`src/rtl/pwr_unlock_seq.sv`:
```
module pwr_unlock_seq #(
  parameter int DW = 16
) (
  input  logic          clk,
  input  logic          rst_n,
  input  logic [21:0]   addr,
  input  logic          rd_stb,
  input  logic          wr_stb,
  input  logic [DW-1:0] wr_data,
  input  logic [DW-1:0] rd_data,
  input  logic          standby,
  output logic [1:0]    mode,
  output logic          mode_load,
  output logic          wr_commit,
  output logic          loss
);
  localparam logic [21:0] TOP   = 22'h3FFFFF;
  localparam logic [1:0]  SLEEP = 2'b11;

  typedef enum logic [2:0] {S_IDLE, S_ECHO1, S_ECHO2, S_FILL1, S_FILL2, S_KEY} st_t;
  st_t st;

  logic          rd_q, wr_q, rested;
  logic [DW-1:0] ref_w;

  wire rd_op   = rd_stb & ~rd_q;
  wire wr_op   = wr_stb & ~wr_q;
  wire any_op  = rd_op | wr_op;
  wire at_top  = (addr == TOP);
  wire echo_ok = wr_op & at_top & (wr_data == ref_w);
  wire fill_ok = wr_op & at_top;
  wire in_fill = (st == S_FILL1) || (st == S_FILL2);
  wire key_ok  = rd_op & addr[21] & (&addr[18:0]);
  wire [1:0] new_mode = addr[20:19];
  wire part_swap = (mode != SLEEP) && (new_mode != SLEEP) && (new_mode != mode);

  assign wr_commit = wr_op & ~(rested & in_fill);

  always_ff @(posedge clk or negedge rst_n) begin
    if (!rst_n) begin
      st        <= S_IDLE;
      rd_q      <= 1'b0;
      wr_q      <= 1'b0;
      rested    <= 1'b0;
      ref_w     <= '0;
      mode      <= SLEEP;
      mode_load <= 1'b0;
      loss      <= 1'b0;
    end else begin
      rd_q      <= rd_stb;
      wr_q      <= wr_stb;
      mode_load <= 1'b0;
      rested    <= any_op ? 1'b0 : (rested | standby);
      if (any_op) begin
        st <= S_IDLE;
        if (rested) begin
          case (st)
            S_IDLE:  if (rd_op && at_top) begin
                       ref_w <= rd_data;
                       st    <= S_ECHO1;
                     end
            S_ECHO1: if (echo_ok) st <= S_ECHO2;
            S_ECHO2: if (echo_ok) st <= S_FILL1;
            S_FILL1: if (fill_ok) st <= S_FILL2;
            S_FILL2: if (fill_ok) st <= S_KEY;
            S_KEY:   if (key_ok) begin
                       mode      <= new_mode;
                       mode_load <= 1'b1;
                       if (part_swap) loss <= 1'b1;
                     end
            default: st <= S_IDLE;
          endcase
        end
      end
    end
  end
endmodule

```
`config.mk`:
```
export PLATFORM = sky130hd
export DESIGN_NAME = pwr_unlock_seq
export DESIGN_NICKNAME = d
export VERILOG_FILES = /design/src/rtl/pwr_unlock_seq.sv
export SDC_FILE = /design/constraint.sdc
export NUM_CORES = 1
export LEC_CHECK = 0
export BUFFER_PORTS_ARGS = -buffer_cell sky130_fd_sc_hd__buf_4
export CORE_UTILIZATION = 40
export CTS_CLUSTER_DIAMETER = 60
export CTS_CLUSTER_SIZE = 24
export DETAILED_ROUTE_END_ITERATION = 10
export PLACE_DENSITY = 0.71
export SETUP_SLACK_MARGIN = 0.02
export SYNTH_ARGS = -nofsm -noshare
export SYNTH_HDL_FRONTEND = slang
export SYNTH_SLANG_ARGS = --single-unit
```
`constraint.sdc`:
```
create_clock -name clk -period 4.08 [get_ports clk]
set_input_delay 0.612 -clock clk [delete_from_list [all_inputs] [get_ports clk]]
set_output_delay 0.612 -clock clk [all_outputs]
set_load 0.05 [all_outputs]
```
==> impl_results.md, run 1 <==
* Clock power share at between 20% and 30%
* Number of H-tree levels at 1
* Data required time at the worst endpoint at about 4.3 ns
* Die Outline Area at approximately 0.0036 sq mm
* Clock-pin slew on the worst setup and hold paths at about 0.13 ns
* Hold Buf Count CTS at 0
* TritonCTS sink count at 26
* Power density over cell area at ~240 mW/mm^2
* Max-slew violations at 0
* Nets@finish at 240
* Antenna violations before repair at 0
* GP Congestion at a little under 0.8
* Pre-CTS setup slack at ~1.4 ns
* Area share of xor/xnor cells in the synthesized design at between 10 and 15%
* Antenna viol nets, final at 0
* Fin Setup TNS at 0 ns
* Vias in the first global route at 1091
* Slowest Stage Delay on Critical Path at between 0.4 and 0.5 ns
* Switching Fraction at 21.1%
* Number of buffers on the longest clock path at 2
* FF-to-FF End: ref_w[4]$_DFFE_PN0P_
* Maximum number of pins on one net before global-route repair at 27
* Seq pwr share at about 58%
* Post-synth top area cell: sky130_fd_sc_hd__dfrtp_1
* Hpwl dp at around 2200 um
* Post-Synthesis Net Count at roughly 180
* Slowest library cell on the worst path: sky130_fd_sc_hd__or4_1
* Count of cells resized by post-cts repair at 0
* First-pass iteration count of the detailed router at 4
* First-pass GRT wire length at between 4000 and 5000 um
* Number of filler cells placed in the layout at roughly 290
* Internal power of the cells at 357 uW
* Count of different cell masters after synthesis at 28
* Mean routed wirelength per cell at around 12 um
* Clk_lat worst skew at between 0.3 and 0.4 ns
* # placed instances at 220
* Crit path launch type: input port
* Number of primary I/O pins at 64
* Result of the run: complete, no violations
* Setup repair after global routing missed its margin: no
* Clock skew after layout at between 0.006 and 0.007 ns
* Max VDD drop at ~0.00016 V
* Classification of the worst-slack hold path: in -> async
* Post-synth EDFFs at 0
* Fraction of the mapped netlist area in simple logic gates at between 15 and 20%
* Data arrival at the endpoint of the critical path at 2.54 ns
* Seq. cell area at 653 sq um
* Via-per-instance ratio at around 5.0
* Core ar. at slightly above 0.003 sq mm
* Drc violations at 0
* Source of the worst register-to-register timing path: rested$_DFF_PN0_
* Crit path setup slack, layout at approximately 1.8 ns
* Fin. Hold Viols at 0
* Achievable frequency at between 400 and 500 MHz
* YS warnings at 0
* Slew at the pin closest to its max-slew limit at 0.443 ns
* Synth top cells by count: sky130_fd_sc_hd__dfrtp_1, sky130_fd_sc_hd__mux2_2, sky130_fd_sc_hd__xor2_1
* Worst hold slack after final layout at between 0.15 and 0.2 ns
* Synthesized-area fraction occupied by ao, oa, aoi and oai cells at ~5.3%
* CP Max Fanout at 16
* PortBufs at 63
* Portion of the clock cycle consumed by the worst path in the final layout at 57.1%
* Largest cells by area after synthesis: sky130_fd_sc_hd__dfrtp_1, sky130_fd_sc_hd__mux2_2, sky130_fd_sc_hd__xor2_1
* Cell-by-cell trace of the critical path: buf_4, nand4_1, or4_1, nor4_1, nand3_2, mux2_2
* Width of the chip at between 50 and 60 um
* Share of synthesized area occupied by flip-flops and latches at 49.0%
* Count of placed standard cells in the final layout, fillers left out at ~220
* Number of DRC markers after the initial detailed-route iteration at 19
* Path type of the worst setup path: in -> reg
* Post-synth ARST share at 100%
* Mux contribution to synthesized area at 15.2%
* Area growth from synthesis to layout at 40.9%
* Overall overflow remaining after global route at 0
* Antenna diodes at 0
* CTS tree: built
* Net load switching power at 95.7 uW
* Area of combinational cells with multiple inputs at about 650 sq um
* Worst setup EP type: flop
* Final period demand of the worst path at between 2 and 2.5 ns
* Family with the most delay on the worst path: simple AND/OR/NAND/NOR gates
* Total clock buffers created by CTS at 3
* Max_slew headroom at a little over two thirds
* Total via count in the routed design at roughly 1.1k
* Post-Syn Instances at between 100 and 150
* R2R setup slack at ~1.8 ns
* Leading register cell type out of synthesis: sky130_fd_sc_hd__dfrtp_1
* Die outline height at 59.7 um
* Number of setup violations in the final report at 0
* Most numerous cell in the Yosys netlist: sky130_fd_sc_hd__dfrtp_1
* Dominant combinational cell family by area after synthesis: simple AND/OR/NAND/NOR gates
* Buffers plus inverters on the worst setup path at 1
* Share of power burned in combinational logic at between 15 and 20%
* Final wirelength at ~2700 um
* Leak Pwr at ~0.97 nW
* Area fraction of the dominant cell type after synthesis at 45.1%
* Mean instance size in the synthesized netlist at 11.5 sq um
* Max_cap viols at 0
* Cell area after synthesis at roughly 0.0013 sq mm
* Total track usage at between 15 and 20%
* Path depth of the worst reg2reg path at 5
* Number of rows in the core area at 20
* Fraction of final layout cells sized beyond drive strength 1 at 49.4%
* Clk root buf: sky130_fd_sc_hd__clkbuf_4
* Buffer count from post-CTS setup fixing at 0
* Total of flip-flops plus latches after synthesis at 26
* Share of synthesized cell area in full adder, half adder and majority cells at 0%
* Initial Utilization at between 40 and 50%
==> per-stage QoR <==
stage	total power [mW]	util [%]	instance area [sq um]
final	0.453	60.5	1880
after global routing	0.475	60.5	1880
after CTS	0.460	60.5	1880
after detailed placement	0.335	59.4	1840
after global placement	0.334	59.4	1840
after floorplan	0.281	-	1330
==> registers in the layout (all words and copies together), names as in the netlist <==
register and cells:
ref_w 16, st 3, mode 2, loss 1
mode_load 1, rd_q 1, rested 1, wr_q 1
==> how the worst max path moves through the flow <==
stage / to / start / slack (ns) / cells past startpoint
final: ref_w[4]$_DFFE_PN0P_ / addr[18] / 1.75 / 6
after floorplan: st[1]$_DFFE_PN0N_ / addr[4] / 1.79 / 5
after detailed placement: ref_w[4]$_DFFE_PN0P_ / addr[18] / 1.40 / 6
after global placement: ref_w[14]$_DFFE_PN0P_ / addr[2] / 1.45 / 6
after CTS: ref_w[4]$_DFFE_PN0P_ / addr[18] / 1.74 / 6
after global routing: ref_w[4]$_DFFE_PN0P_ / addr[8] / 1.62 / 6
==> cell type report <==
| class | instances | share of cell area [%] |
|---|---|---|
| timing repair buffer | 63 | 25.2 |
| multi-input combinational | 85 | 34.8 |
| tap | 44 | 2.93 |
| inverter | 2 | 0.400 |
| sequential | 26 | 34.8 |
| clock buffer | 4 | 1.93 |
==> per-layer routing <==
layer / wire length, um / GRT usage [%] / up-vias
met2: 1340 / 30.3 / 51
met3: 279 / 4.11 / 2
li1: - / - / 548
met4: 10 / 3.65 / 0
met5: 0 / 0 / -
met1: 1100 / 18.5 / 529
==> placed cells by master (no fill, tap or decap), types with 3 or more instances in the layout <==
cell type / netlist / layout
sky130_fd_sc_hd__nand2b_1: 4 / 4
sky130_fd_sc_hd__xor2_1: 15 / 15
sky130_fd_sc_hd__dfrtp_1: 24 / 24
sky130_fd_sc_hd__o21ai_0: 4 / 4
sky130_fd_sc_hd__nand2_1: 6 / 6
sky130_fd_sc_hd__nor4_1: 6 / 6
sky130_fd_sc_hd__mux2_2: 18 / 18
sky130_fd_sc_hd__buf_4: 0 / 63
sky130_fd_sc_hd__nor2_1: 5 / 5
sky130_fd_sc_hd__nand4_1: 6 / 6
sky130_fd_sc_hd__clkbuf_4: 0 / 3
==> power groups by stage <==
| stage | clock, mW | sequential, mW | combinational, mW |
|---|---|---|---|
| finish | 0.124 | 0.261 | 0.0684 |
| global route | 0.138 | 0.262 | 0.0755 |
| CTS | 0.129 | 0.261 | 0.0696 |
| detailed placement | 0 | 0.266 | 0.0695 |
| global placement | 0 | 0.266 | 0.0684 |
| floorplan | 0 | 0.266 | 0.0159 |
==> logic make-up (layout without fill, tap and decap cells) <==
kind of cell / after synthesis / in the layout
buf+inv: 5 / 69
simple gates: 40 / 40
mux: 18 / 18
compound gates: 10 / 10
flops: 26 / 26
xor+xnor: 17 / 17
No activity file was read; power rests on OpenSTA's default activity.
==> run 2: changes to the inputs <==
- ABC_AREA: default -> 1
- clock period: 4.08 -> 2.03 ns (I/O delays scaled with it)
==> impl_results.md, run 2 <==
* Largest cells by area after synthesis: sky130_fd_sc_hd__dfrtp_1, sky130_fd_sc_hd__nand2_1, sky130_fd_sc_hd__inv_1
* Data arrival at the endpoint of the critical path at roughly 1.5 ns
* Overall overflow remaining after global route at 0
* Antenna viol nets, final at 0
* Clk_lat worst skew at approximately 0.27 ns
* PortBufs at 63
* Leak Pwr at around 1.2 nW
* Die outline height at between 60 and 70 um
* Number of filler cells placed in the layout at approximately 370
* Antenna violations before repair at 0
* Seq pwr share at about 54%
* Total via count in the routed design at 1494
* First-pass GRT wire length at 5350 um
* Cell area after synthesis at approximately 0.0015 sq mm
* Leading register cell type out of synthesis: sky130_fd_sc_hd__dfrtp_1
* First-pass iteration count of the detailed router at 4
* Number of DRC markers after the initial detailed-route iteration at 33
* Initial Utilization at 41.8%
* Biggest registers after layout: ref_w: 16 flops, st: 3 flops, mode: 2 flops
* Final period demand of the worst path at between 1.5 and 2 ns
* Clock power share at a little under 30%
* Clock-pin slew on the worst setup and hold paths at around 0.08 ns
* Post-synth ARST share at 100%
* Cell-by-cell trace of the critical path: or2_4, inv_1, nor2_1, nor3b_2, nor2_1, buf_4
* Most numerous cell in the Yosys netlist: sky130_fd_sc_hd__nand2_1
* GP Congestion at ~0.8
* Share of power burned in combinational logic at 16.2%
* Drc violations at 0
* R2R setup slack at around 0.40 ns
* Area fraction of the dominant cell type after synthesis at ~40%
* CP Max Fanout at 5
* Count of different cell masters after synthesis at 25
* Number of H-tree levels at 1
* Max_cap viols at 0
* Fraction of final layout cells sized beyond drive strength 1 at roughly 30%
* Result of the run: complete, no violations
* Switching Fraction at ~23%
* Width of the chip at roughly 64 um
* Power density over cell area at 457 mW/mm^2
* TritonCTS sink count at 26
* Max_slew headroom at 77.0%
* Total clock buffers created by CTS at 3
* Number of flip-flops under the largest register name at 16
* Fin. Hold Viols at 0
* Clk root buf: sky130_fd_sc_hd__clkbuf_8
* Vias in the first global route at ~1.3k
* Max-slew violations at 0
* Clock skew after layout at 0.00383 ns
* Net load switching power at roughly 220 uW
* Post-Syn Instances at between 200 and 250
* Commonest non-fill, non-tap cell in the layout: sky130_fd_sc_hd__nand2_1
* Most frequent cells in the layout: sky130_fd_sc_hd__nand2_1, sky130_fd_sc_hd__buf_4, sky130_fd_sc_hd__inv_1, sky130_fd_sc_hd__nor2_1, sky130_fd_sc_hd__dfrtp_1
* Post-Synthesis Net Count at 281
* Core ar. at roughly 0.0037 sq mm
* Area of combinational cells with multiple inputs at a little over 700 sq um
* Hpwl dp at 2520 um
* Wire length on met3 at ~120 um
* Share of synthesized area occupied by flip-flops and latches at 42.4%
* Area growth from synthesis to layout at 36.8%
* Number of buffers on the longest clock path at 2
* Met2 Routed Length at 1540 um
* Number of setup violations in the final report at 0
* Worst setup EP type: output port
* Max VDD drop at around 0.00033 V
* Power after layout at 964 uW
* Die Outline Area at ~0.004 sq mm
* Mean routed wirelength per cell at around 9.4 um
* Slowest Stage Delay on Critical Path at 0.43 ns
* Seq. cell area at 653 sq um
* Classification of the worst-slack hold path: in -> reg
* Post-synth EDFFs at 0
* Setup repair after global routing missed its margin: no
* Portion of the clock cycle consumed by the worst path in the final layout at 90.1%
* Maximum number of pins on one net before global-route repair at 32
* Via-per-instance ratio at between 4 and 5
* Number of primary I/O pins at 64
* Total track usage at between 15 and 20%
* Register with the most flip-flops: ref_w
* Path type of the worst setup path: reg -> out
* Fin Setup TNS at 0 ns
* Slew at the pin closest to its max-slew limit at roughly 0.34 ns
* Data required time at the worst endpoint at 1.73 ns
* Synth top cells by count: sky130_fd_sc_hd__nand2_1, sky130_fd_sc_hd__inv_1, sky130_fd_sc_hd__dfrtp_1, sky130_fd_sc_hd__nor2_1, sky130_fd_sc_hd__o21ai_0
* Detailed-route wire length on metal 1 at about 1400 um
* Post-synth top area cell: sky130_fd_sc_hd__dfrtp_1
* Mean instance size in the synthesized netlist at about 7 sq um
* Final wirelength at ~3100 um
* Achievable frequency at 547 MHz
* Cell type with the highest occurrence count on the critical path: sky130_fd_sc_hd__nor2_1
* Nets@finish at about 350
* Antenna diodes at 0
* Uppermost layer routed: met4
* Slowest library cell on the worst path: sky130_fd_sc_hd__dfrtp_1
* Crit path launch type: flop
* YS warnings at 0
* CTS tree: built
* Internal power of the cells at roughly 750 uW
* Total of flip-flops plus latches after synthesis at 26
* Number of rows in the core area at 22
[run 2: cell types whose count changed after synthesis, moves of 3 or more]
cell / delta
sky130_fd_sc_hd__nand2_1: +85
sky130_fd_sc_hd__nor2_4: +3
sky130_fd_sc_hd__nor4_1: -5
sky130_fd_sc_hd__inv_1: +35
sky130_fd_sc_hd__nand2b_1: -4
sky130_fd_sc_hd__o21ai_2: +6
sky130_fd_sc_hd__o21ai_0: +7
sky130_fd_sc_hd__mux2_2: -18
sky130_fd_sc_hd__nor2_1: +19
sky130_fd_sc_hd__xor2_1: -13
[run 2: metrics by stage]
stage               setup WS [ns]  instance area, sq um  hold WS, ns  utilization [%]  cells
global placement            0.451                  2050        0.230             55.6    331
finish                      0.200                  2110        0.146             57.2    335
detailed placement          0.407                  2050        0.230             55.6    331
floorplan                   0.346                  1540      0.00891                -    222
CTS                         0.134                  2100        0.138             57.0    335
global route               0.0841                  2110        0.130             57.2    335
[run 2: path summary, 6_finish.rpt]
kind / startpoint / end / cells after the start
max: st[0]$_DFFE_PN0N_ / wr_commit / 6
min: rd_stb / rd_q$_DFF_PN0_ / 1
max reg2reg: st[0]$_DFFE_PN0N_ / ref_w[11]$_DFFE_PN0P_ / 7
min reg2reg: mode[0]$_DFFE_PN1P_ / mode[0]$_DFFE_PN1P_ / 2
max in group asynchronous: rst_n / mode[1]$_DFFE_PN1P_ / 2
min in group asynchronous: rst_n / ref_w[9]$_DFFE_PN0P_ / 2
[run 2: cell families (layout without fill, tap and decap cells)]
group	Yosys count	in the layout	share of synthesized area, %
flops	26	26	42.4
compound gates	20	20	8.28
simple gates	133	133	37.0
buf+inv	41	106	11.2
xor+xnor	2	2	1.14
[run 2: what timing repair did]
item,CTS,global route
hold endpoints to repair,24,0
resized for setup,0,1
endpoints found under the setup margin,0,1
hold buffers,1,0
setup buffers,0,0
[run 2: worst max-delay path, delay by kind of cell (launching register included)]
kind,cells,cell delay (ns)
buffers and inverters,2,0.24
flip-flops,1,0.43
AND/OR/NAND/NOR,4,0.59
[run 2: routing by layer]
layer / vias to the layer above / GRT usage, %
li1: 797 / -
met1: 665 / 22.6
met2: 28 / 27.3
met3: 4 / 3.04
met4: 0 / 5.97
met5: - / 0
[run 2: final cells by class]
| cell class | instances | share of cell area (%) |
|---|---|---|
| repair buffers | 65 | 23.3 |
| well taps | 48 | 2.85 |
| flip-flops and latches | 26 | 31.0 |
| inverters | 38 | 6.77 |
| multi-input cells | 155 | 34.2 |
| clock buffers | 3 | 1.96 |
[run 2: power by group through the flow]
| stage | clock network [mW] | registers [mW] | logic, mW |
|---|---|---|---|
| final | 0.283 | 0.525 | 0.156 |
| after global routing | 0.322 | 0.526 | 0.173 |
| after CTS | 0.298 | 0.525 | 0.158 |
| after detailed placement | 0 | 0.535 | 0.156 |
| after global placement | 0 | 0.535 | 0.155 |
| after floorplan | 0 | 0.535 | 0.0479 |
